===== src/rtl/wdt_pkg.sv =====
// Package: field positions and widths shared by the watchdog modules.
// Assumes a 16-bit control word with the reload byte in the upper half.
package wdt_pkg;
    localparam int CNT_W      = 16;
    localparam int RELOAD_W   = 8;
    localparam int SEL_BIT    = 0;
    localparam int WDFLAG_BIT = 1;
    localparam int SRC_LO     = 2;
    localparam int SRC_N      = 3;
    localparam int RELOAD_LO  = 8;
endpackage


===== src/rtl/wdt_prescaler.sv =====
// Module: free-running clock divider for the watchdog count.
// Produces a one-cycle tick every 2**LO_LOG2 clocks (sel=0) or every
// 2**HI_LOG2 clocks (sel=1). It restarts from zero on reset or restart, so
// the first tick comes a full period later. Assumes HI_LOG2 >= LO_LOG2 >= 1.
module wdt_prescaler #(
    parameter int LO_LOG2 = 1,
    parameter int HI_LOG2 = 7
) (
    input  logic clk,
    input  logic rst_n,
    input  logic restart,
    input  logic sel,
    output logic tick
);
    logic [HI_LOG2-1:0] div_q;

    // Divider register: clears on reset or restart, otherwise counts freely.
    always_ff @(posedge clk) begin
        if (!rst_n || restart) div_q <= '0;
        else                   div_q <= div_q + 1'b1;
    end

    // Tick when the selected low bits of the divider are all ones.
    always_comb begin
        tick = sel ? (&div_q[HI_LOG2-1:0]) : (&div_q[LO_LOG2-1:0]);
    end
endmodule


===== src/rtl/wdt_ctrl.sv =====
// Module: control word, enable state and disable window of the watchdog.
// Holds the reload byte, the select bit, the watchdog flag and the source
// flags. An overflow restart takes priority over every other update.
// Assumes all strobes are single-cycle pulses.
module wdt_ctrl
    import wdt_pkg::*;
(
    input  logic                clk,
    input  logic                rst_n,
    input  logic                ovf,
    input  logic                svc,
    input  logic                dis,
    input  logic                init_done,
    input  logic [SRC_N-1:0]    src_seen,
    input  logic                wr_en,
    input  logic [CNT_W-1:0]    wr_data,
    output logic                en,
    output logic                sel,
    output logic [RELOAD_W-1:0] reload,
    output logic [CNT_W-1:0]    ctrl_word
);
    logic             win_q;
    logic             wdflag_q;
    logic [SRC_N-1:0] src_q;

    // Enable and window: a reset or restart opens the window, and service or init-done closes it.
    always_ff @(posedge clk) begin
        if (!rst_n || ovf) begin
            en    <= 1'b1;
            win_q <= 1'b1;
        end else begin
            if (dis && win_q)     en    <= 1'b0;
            if (svc || init_done) win_q <= 1'b0;
        end
    end

    // Writable fields: reload byte and select bit, both cleared by a restart.
    always_ff @(posedge clk) begin
        if (!rst_n || ovf) begin
            reload <= '0;
            sel    <= 1'b0;
        end else if (wr_en) begin
            reload <= wr_data[RELOAD_LO +: RELOAD_W];
            sel    <= wr_data[SEL_BIT];
        end
    end

    // Watchdog flag: set by an overflow, cleared by a system reset or a service.
    always_ff @(posedge clk) begin
        if (!rst_n)   wdflag_q <= 1'b0;
        else if (ovf) wdflag_q <= 1'b1;
        else if (svc) wdflag_q <= 1'b0;
    end

    // Source flags: one sticky bit for each reset-source input.
    for (genvar i = 0; i < SRC_N; i++) begin : g_src
        always_ff @(posedge clk) begin
            if (!rst_n || ovf)   src_q[i] <= 1'b0;
            else if (src_seen[i]) src_q[i] <= 1'b1;
        end
    end

    // Assemble the control word; the reserved bits stay zero.
    always_comb begin
        ctrl_word = '0;
        ctrl_word[RELOAD_LO +: RELOAD_W] = reload;
        ctrl_word[SRC_LO +: SRC_N]       = src_q;
        ctrl_word[WDFLAG_BIT]            = wdflag_q;
        ctrl_word[SEL_BIT]               = sel;
    end


    // Once the window is closed, the watchdog cannot be switched off.
    closed_window_chk: assert property (@(posedge clk) disable iff (!rst_n)
        (en && !win_q) |=> en);


    // A service without an overflow leaves the watchdog flag clear.
    svc_clears_flag_chk: assert property (@(posedge clk) disable iff (!rst_n)
        (svc && !ovf) |=> !ctrl_word[WDFLAG_BIT]);
endmodule


===== src/rtl/wdt_counter.sv =====
// Module: 16-bit watchdog count with overflow detection and the one-cycle
// reset request. It detects the overflow combinationally and registers the
// request, so the request follows the wrapping edge. Assumes `tick` comes
// from the prescaler.
module wdt_counter
    import wdt_pkg::*;
(
    input  logic                clk,
    input  logic                rst_n,
    input  logic                en,
    input  logic                tick,
    input  logic                svc,
    input  logic [RELOAD_W-1:0] reload,
    output logic                ovf,
    output logic [CNT_W-1:0]    count,
    output logic                rst_req
);
    localparam logic [CNT_W-1:0] CNT_MAX = '1;
    localparam int               LOW_W   = CNT_W - RELOAD_W;

    // Overflow: an enabled tick while the count is at its maximum.
    always_comb begin
        ovf = en && tick && (count == CNT_MAX);
    end

    // Count register: a restart wins, then a service reload, then an increment.
    always_ff @(posedge clk) begin
        if (!rst_n || ovf)   count <= '0;
        else if (svc)        count <= {reload, {LOW_W{1'b0}}};
        else if (en && tick) count <= count + 1'b1;
    end

    // Reset request: a one-cycle pulse after each overflow.
    always_ff @(posedge clk) begin
        if (!rst_n) rst_req <= 1'b0;
        else        rst_req <= ovf;
    end


    // The reset request never lasts longer than one cycle.
    req_one_cycle_chk: assert property (@(posedge clk) disable iff (!rst_n)
        rst_req |=> !rst_req);


    // After an overflow the count has restarted from zero.
    ovf_restart_chk: assert property (@(posedge clk) disable iff (!rst_n)
        ovf |=> (count == '0) && rst_req);


    // A stopped watchdog holds its count unless it is serviced.
    stopped_hold_chk: assert property (@(posedge clk) disable iff (!rst_n)
        (!en && !svc) |=> $stable(count));


    // A stopped watchdog never requests a reset.
    stopped_no_req_chk: assert property (@(posedge clk) disable iff (!rst_n)
        !en |-> !ovf);


    // Without a service or overflow the count moves by at most one step.
    single_step_chk: assert property (@(posedge clk) disable iff (!rst_n)
        (!svc && !ovf) |=> (count == $past(count)) || (count == $past(count) + 1'b1));
endmodule


===== src/rtl/wdt_unit.sv =====
// Module: watchdog timer top. It connects the prescaler, the control word
// and the counter. A service or an overflow restarts the prescaler. Assumes
// that the system reset generator, the instruction decode and the bus
// decode are outside this block.
module wdt_unit
    import wdt_pkg::*;
(
    input  logic        clk,
    input  logic        rst_n,
    input  logic        svc_pulse,
    input  logic        dis_pulse,
    input  logic        init_done_pulse,
    input  logic        sw_rst_seen,
    input  logic        short_hw_rst_seen,
    input  logic        long_hw_rst_seen,
    input  logic        wr_en,
    input  logic [15:0] wr_data,
    output logic [15:0] count_o,
    output logic [15:0] ctrl_o,
    output logic        wd_rst_req
);
    logic                en;
    logic                sel;
    logic                tick;
    logic                ovf;
    logic [RELOAD_W-1:0] reload;
    logic                pre_restart;

    // Prescaler restart: a service or an overflow both begin a fresh period.
    always_comb begin
        pre_restart = svc_pulse || ovf;
    end

    wdt_prescaler #(.LO_LOG2(1), .HI_LOG2(7)) u_pre (
        .clk     (clk),
        .rst_n   (rst_n),
        .restart (pre_restart),
        .sel     (sel),
        .tick    (tick)
    );

    wdt_ctrl u_ctrl (
        .clk       (clk),
        .rst_n     (rst_n),
        .ovf       (ovf),
        .svc       (svc_pulse),
        .dis       (dis_pulse),
        .init_done (init_done_pulse),
        .src_seen  ({long_hw_rst_seen, short_hw_rst_seen, sw_rst_seen}),
        .wr_en     (wr_en),
        .wr_data   (wr_data),
        .en        (en),
        .sel       (sel),
        .reload    (reload),
        .ctrl_word (ctrl_o)
    );

    wdt_counter u_cnt (
        .clk     (clk),
        .rst_n   (rst_n),
        .en      (en),
        .tick    (tick),
        .svc     (svc_pulse),
        .reload  (reload),
        .ovf     (ovf),
        .count   (count_o),
        .rst_req (wd_rst_req)
    );


    // The reserved bits of the control word always read zero.
    reserved_zero_chk: assert property (@(posedge clk) disable iff (!rst_n)
        ctrl_o[7:5] == 3'b000);
endmodule


===== config.mk =====
export PLATFORM = sky130hd
export DESIGN_NAME = wdt_unit
export DESIGN_NICKNAME = d
export VERILOG_FILES = /design/src/rtl/wdt_pkg.sv /design/src/rtl/wdt_prescaler.sv /design/src/rtl/wdt_ctrl.sv /design/src/rtl/wdt_counter.sv /design/src/rtl/wdt_unit.sv
export SDC_FILE = /design/constraint.sdc
export NUM_CORES = 1
export LEC_CHECK = 0
export ABC_AREA = 1
export BUFFER_PORTS_ARGS = -buffer_cell sky130_fd_sc_hd__buf_2
export CORE_ASPECT_RATIO = 1.75
export CORE_UTILIZATION = 45
export CTS_CLUSTER_DIAMETER = 40
export DETAILED_ROUTE_END_ITERATION = 8
export PLACE_DENSITY = 0.69
export REMOVE_ABC_BUFFERS = 1
export SETUP_SLACK_MARGIN = 0.02
export SYNTH_ARGS = -nofsm -noshare
export SYNTH_HDL_FRONTEND = slang
export SYNTH_SLANG_ARGS = --single-unit

===== constraint.sdc =====
create_clock -name clk -period 2.05 [get_ports clk]
set_input_delay 0.1025 -clock clk [delete_from_list [all_inputs] [get_ports clk]]
set_output_delay 0.1025 -clock clk [all_outputs]
set_load 0.05 [all_outputs]

[Yosys cells after proc, flatten, opt, wreduce, memory -nomap -nowiden]
Index checks and enable logic that the tools add are counted.
Word-level totals
  flip-flop bits (word level): 39
  input port bits: 25
  output and inout port bits: 33
Cells by class
  reduce and logical (&&, ||, !) cells: 12
  add/subtract/negate cells: 2
  multiplexer cells: 5
  eq/ne operators: 1
Operators by type and width (number)
  2-to-1 mux 16 bit: 2
  adder 16 x 1 -> 16 bit, second input constant: 1
  equality test 16 bit, second input constant: 1
  adder 7 x 1 -> 7 bit, second input constant: 1
  AND reduction 7 bit: 1
  logical OR 1 bit: 4
  nonzero test 2 bit: 2
  logical AND 1 bit: 3
  2-to-1 mux 1 bit: 3
  OR reduction 2 bit: 1
  logical NOT 1 bit: 1

[Depth between registers and ports, before layout]
  depth in word-level cells: 6
  depth in mapped cells: 12
  mapped depth without buffers: 12

[Modules after synthesis]
Synthesis repeated with hierarchy kept, for this count alone.
Unflattened totals
  cells, all modules: 291
  area, all modules: 2016.9 sq um
Modules (own cells, without submodules)
  wdt_counter: cells an instance 167, area an instance 1037.2 sq um, times used 1, sequential area each 340.3 sq um
  wdt_ctrl: cells an instance 77, area an instance 656.9 sq um, times used 1, sequential area each 300.3 sq um
  wdt_prescaler: cells an instance 44, area an instance 311.5 sq um, times used 1, sequential area each 140.1 sq um
  wdt_unit: cells an instance 3, area an instance 11.3 sq um, times used 1, sequential area each 0.0 sq um

[Worst setup path after synthesis]
OpenSTA, ideal clock, no wires.
  path type: reg-to-reg
  start point: register u_cnt.count[1]
  end point: register u_cnt.count[8]
  buffers on the path: 1
  clock period less this slack: 1881 ps
  setup slack: 169 ps
  arrival time: 1766 ps
  data required time: 1936 ps
  cell stages (with the launch flop): 10
  path through: dfxtp_1 -> ha_1 -> nand2_1 -> nor2_2 -> nand2_2 -> nor3_4 -> nand2_4 -> nand2_4 -> buf_12 -> nor2_2
On the way
  longest elaborated chain between the ends: 3
RTL lines
  from (decl): RTL line wdt_counter.sv:15  | output logic [CNT_W-1:0] count,
  from (signal assigned): RTL line wdt_counter.sv:29  | else if (svc) count <= {reload, {LOW_W{1'b0}}};
  from (signal assigned): RTL line wdt_counter.sv:30  | else if (en && tick) count <= count + 1'b1;
  adder 16 x 1 -> 16 bit or equality test 16 bit (tied branches): RTL line wdt_counter.sv:30, wdt_counter.sv:23
  2-to-1 mux 16 bit or logical AND 1 bit (tied branches): RTL line wdt_counter.sv:30, wdt_counter.sv:23
  2-to-1 mux 16 bit or logical OR 1 bit (tied branches): RTL line wdt_counter.sv:29, wdt_counter.sv:28
Several ways; a longest one is shown, not always the timed one. The select of a mux whose other input is x is not followed.
A chain may end at the register's enable or synchronous reset.

[Worst setup path in the final report]
  start point: register u_pre.div_q[0]
  end point: register u_cnt.count[10]
On the way
  longest elaborated chain between the ends: 5
RTL lines
  from (decl): RTL line wdt_prescaler.sv:15  | logic [HI_LOG2-1:0] div_q;
  from (signal assigned): RTL line wdt_prescaler.sv:20  | else div_q <= div_q + 1'b1;
  AND reduction 7 bit: RTL line wdt_prescaler.sv:25  | tick = sel ? (&div_q[HI_LOG2-1:0]) : (&div_q[LO_LOG2-1:0]);
  2-to-1 mux 1 bit *: RTL line wdt_prescaler.sv:25
  logical AND 1 bit *: RTL line wdt_counter.sv:23, wdt_counter.sv:30
  logical AND 1 bit: RTL line wdt_counter.sv:23  | ovf = en && tick && (count == CNT_MAX);
  logical OR 1 bit: RTL line wdt_counter.sv:28  | if (!rst_n || ovf) count <= '0;
Mark *: on every way between the ends. The rest lies on a longest branch, timed or not.

==> summary.md <==
| Metric | Value |
|---|---|
| Synth top area share | 0.384 |
| Reg-to-Reg Start | u_pre.div_q[0] |
| Number of DRC markers in iteration 0 | 27 |
| DRC viols | 0 |
| H-tree depth | 2 |
| Largest cells by area after synthesis | dfxtp_1 38%, nand2_1 15%, nand3_1 6.9%, inv_1 6.1%, nor2_1 4.1% |
| Non-Filler Instances | 391 |
| Worst Path Max Fanout | 9 |
| Synth cell count leaders | 83 x nand2_1, 39 x dfxtp_1, 33 x inv_1 |
| Core area | 4360 um2 |
| GPL Wtd Cong | 0.827 |
| Initial DRT Pass Iterations | 4 |
| Final Hold Violating Endpoints | 0 |
| Largest net degree at the start of global routing | 16 |
| Startpoint class of the critical path | register |
| Std cell rows | 32 |
| Synth Warn # | 0 |
| Num ports | 58 |
| Area growth syn-to-layout | 19.6% |
| EDFF count, synth | 0 |
| Flops & latches, synth | 39 |
| CP required | 2.28 ns |
| Starting Density | 0.466 |
| Static leakage | 1.15 nW |
| Final Util | 0.558 |
| Hold Crit Class | primary input to register |
| Nets | 366 |
| Initial antenna violation count | 0 |
| Via count | 1891 |
| Die X | 52.8 um |
| Fillers | 442 |
| PwrDens | 730 nW/um2 |
| Die Ht | 90.9 um |
| First-pass GRT wire length | 7.27 mm |
| Antenna diodes | 0 |
| Syn Inst Count | 288 |
| Outcome | completed |
| Worst Hold Path EP | u_ctrl.ctrl_word[4] |
| Post-DRT Antenna Nets | 0 |
| Vias in the first global route | 1816 |
| Drt wl/cell | 10.4 um |
| Crit. End Element | register |
| RR Endpoint | u_cnt.count[10] |
| Cell area after synthesis | 2030 um2 |
| Min-delay src | long_hw_rst_seen |
| # setup viols final | 0 |
| GRT overflow | 0 |
| Clock Tree Root | clkbuf_8 |
| Hold Path Depth | 3 |
| Fin. max-slew vios | 0 |
| Total power | 1.78 mW |
| Maximum vdd drop | 0.745 mV |
| Cells after DPL | 382 |
| CTS tree | built |
| DR vias/cell | 4.84 |
| Clk pin slew, worst setup/hold paths | 0.07 ns |
| Max Cap Viol | 0 |
| DRT Wirelength | 4.06 mm |
| Post-synth ARST share | 0 |
| Area leader, netlist | dfxtp_1 |
| Cell Area, Placed | 2290 um2 |
| Fin Setup TNS | 0 ns |
| Crit path kind | register to register |
| Fmax | 0.571 GHz |
| Synth Area per Inst | 7.06 um2 |
| Reg2reg path depth | 10 |
| Count of different cell masters after synthesis | 31 |
| Die area | 4800 um2 |
| Max Clock Skew | 0.00506 ns |
| Design area | 2430 um2 |
| IO buf count | 47 |
| Clock Tree Buf Depth | 2 |
| Overall Global Routing Usage | 0.199 |
| Post CTS Setup Buffer Count | 0 |
| Worst setup margin | 0.298 ns |
| Seq/Total Area, Yosys | 0.384 |
| Share of cells above drive strength 1 | 0.271 |
| Most numerous cell in the Yosys netlist | nand2_1 |
| Pre-CTS setup slack | 0.301 ns |
| Final hold slack | 0.0328 ns |
| CP startpoint | u_pre.div_q[0] |
| Clk_lat worst skew | 0.29 ns |
| Tcrit/Tclk final | 0.854 |
| Post-cts resize count | 0 |
| RSZ-0062 raised after global routing | false |
| Synth Flop Type | dfxtp_1 |
| Arr. time, crit path | 1.98 ns |
| Hpwl dp | 3.26 mm |
| Clk sinks | 39 |
| CTS Buf Count | 5 |
| Crit path time final | 1.75 ns |
| Worst R2R Setup Slack | 0.30 ns |
| CTS Hold Bufs | 1 |
[final cells by class]
class | count | area (um2) | share of cell area
well taps | 51 | 63.8 | 0.0262
multi-input cells | 201 | 1020 | 0.421
repair buffers | 53 | 283 | 0.116
inverters | 39 | 149 | 0.0612
flip-flops and latches | 39 | 781 | 0.321
clock inverters | 2 | 60.1 | 0.0247
clock buffers | 6 | 72.6 | 0.0298
[layout by cell type, fill, tap and decap left out, types with 2 or more instances in the layout]
cell	Yosys	routed
a21oi_1	10	10
a21oi_2	8	8
buf_2	3	47
buf_4	5	5
bufinv_16	0	2
clkbuf_8	0	5
conb_1	1	3
dfxtp_1	39	39
ha_1	2	2
inv_1	33	33
inv_2	4	4
nand2_1	83	83
nand2_2	3	3
nand2_4	3	3
nand3_1	28	28
nand4_1	6	6
nor2_1	22	22
nor2_2	10	10
nor2_4	2	2
nor3_1	4	4
o21ai_0	6	6
xnor2_1	3	3
xor2_1	3	3
[report_power, final]
group	switching, mW	total (mW)	internal [mW]
Sequential	0.0214	0.804	0.782
Combinational	0.165	0.226	0.0615
Clock	0.260	0.746	0.486
[kinds of logic after synthesis]
group                      share of synthesized area
AOI/OAI and AO/OA                             0.0812
xor gates and xnor gates                      0.0258
adders and majority gates                     0.0123
buffers and inverters                          0.116
DFF                                            0.384
other                                        0.00184
and+or+nand+nor                                0.379
[flip-flops by register name, summed over array words and instances, names as in the netlist]
signal	cells
u_ctrl.ctrl_word	3
u_cnt.count	16
u_pre.div_q	7
u_ctrl.en	1
u_ctrl.reload	8
u_ctrl.sel	1
u_cnt.rst_req	1
u_ctrl.win_q	1
u_ctrl.wdflag_q	1
[metal layers]
metal  share of wire  GRT usage
met1            0.39      0.184
met2            0.55      0.378
met3           0.036     0.0402
met4           0.025      0.103
met5               0          0
[worst max-delay path by stage]
stage,endpoint,slack (ns),depth (start not counted)
global route,u_cnt.count[11],0.12,12
CTS,u_cnt.count[10],0.28,10
finish,u_cnt.count[10],0.30,10
floorplan,u_cnt.count[11],0.09,10
detailed placement,u_cnt.count[10],0.30,10
global placement,u_cnt.count[15],0.33,10
[critical path, cell delays in order (launching register included)]
cell and delay, ns:
dfxtp_1 0.38, ha_1 0.18, nand2_1 0.11, nor2_2 0.12
nand2_1 0.09, nand2_2 0.08, nand2_4 0.09, buf_4 0.19
nor2_4 0.18, nand3_1 0.13, a21oi_2 0.15
Note: power is estimated with default switching activity, not from simulation.
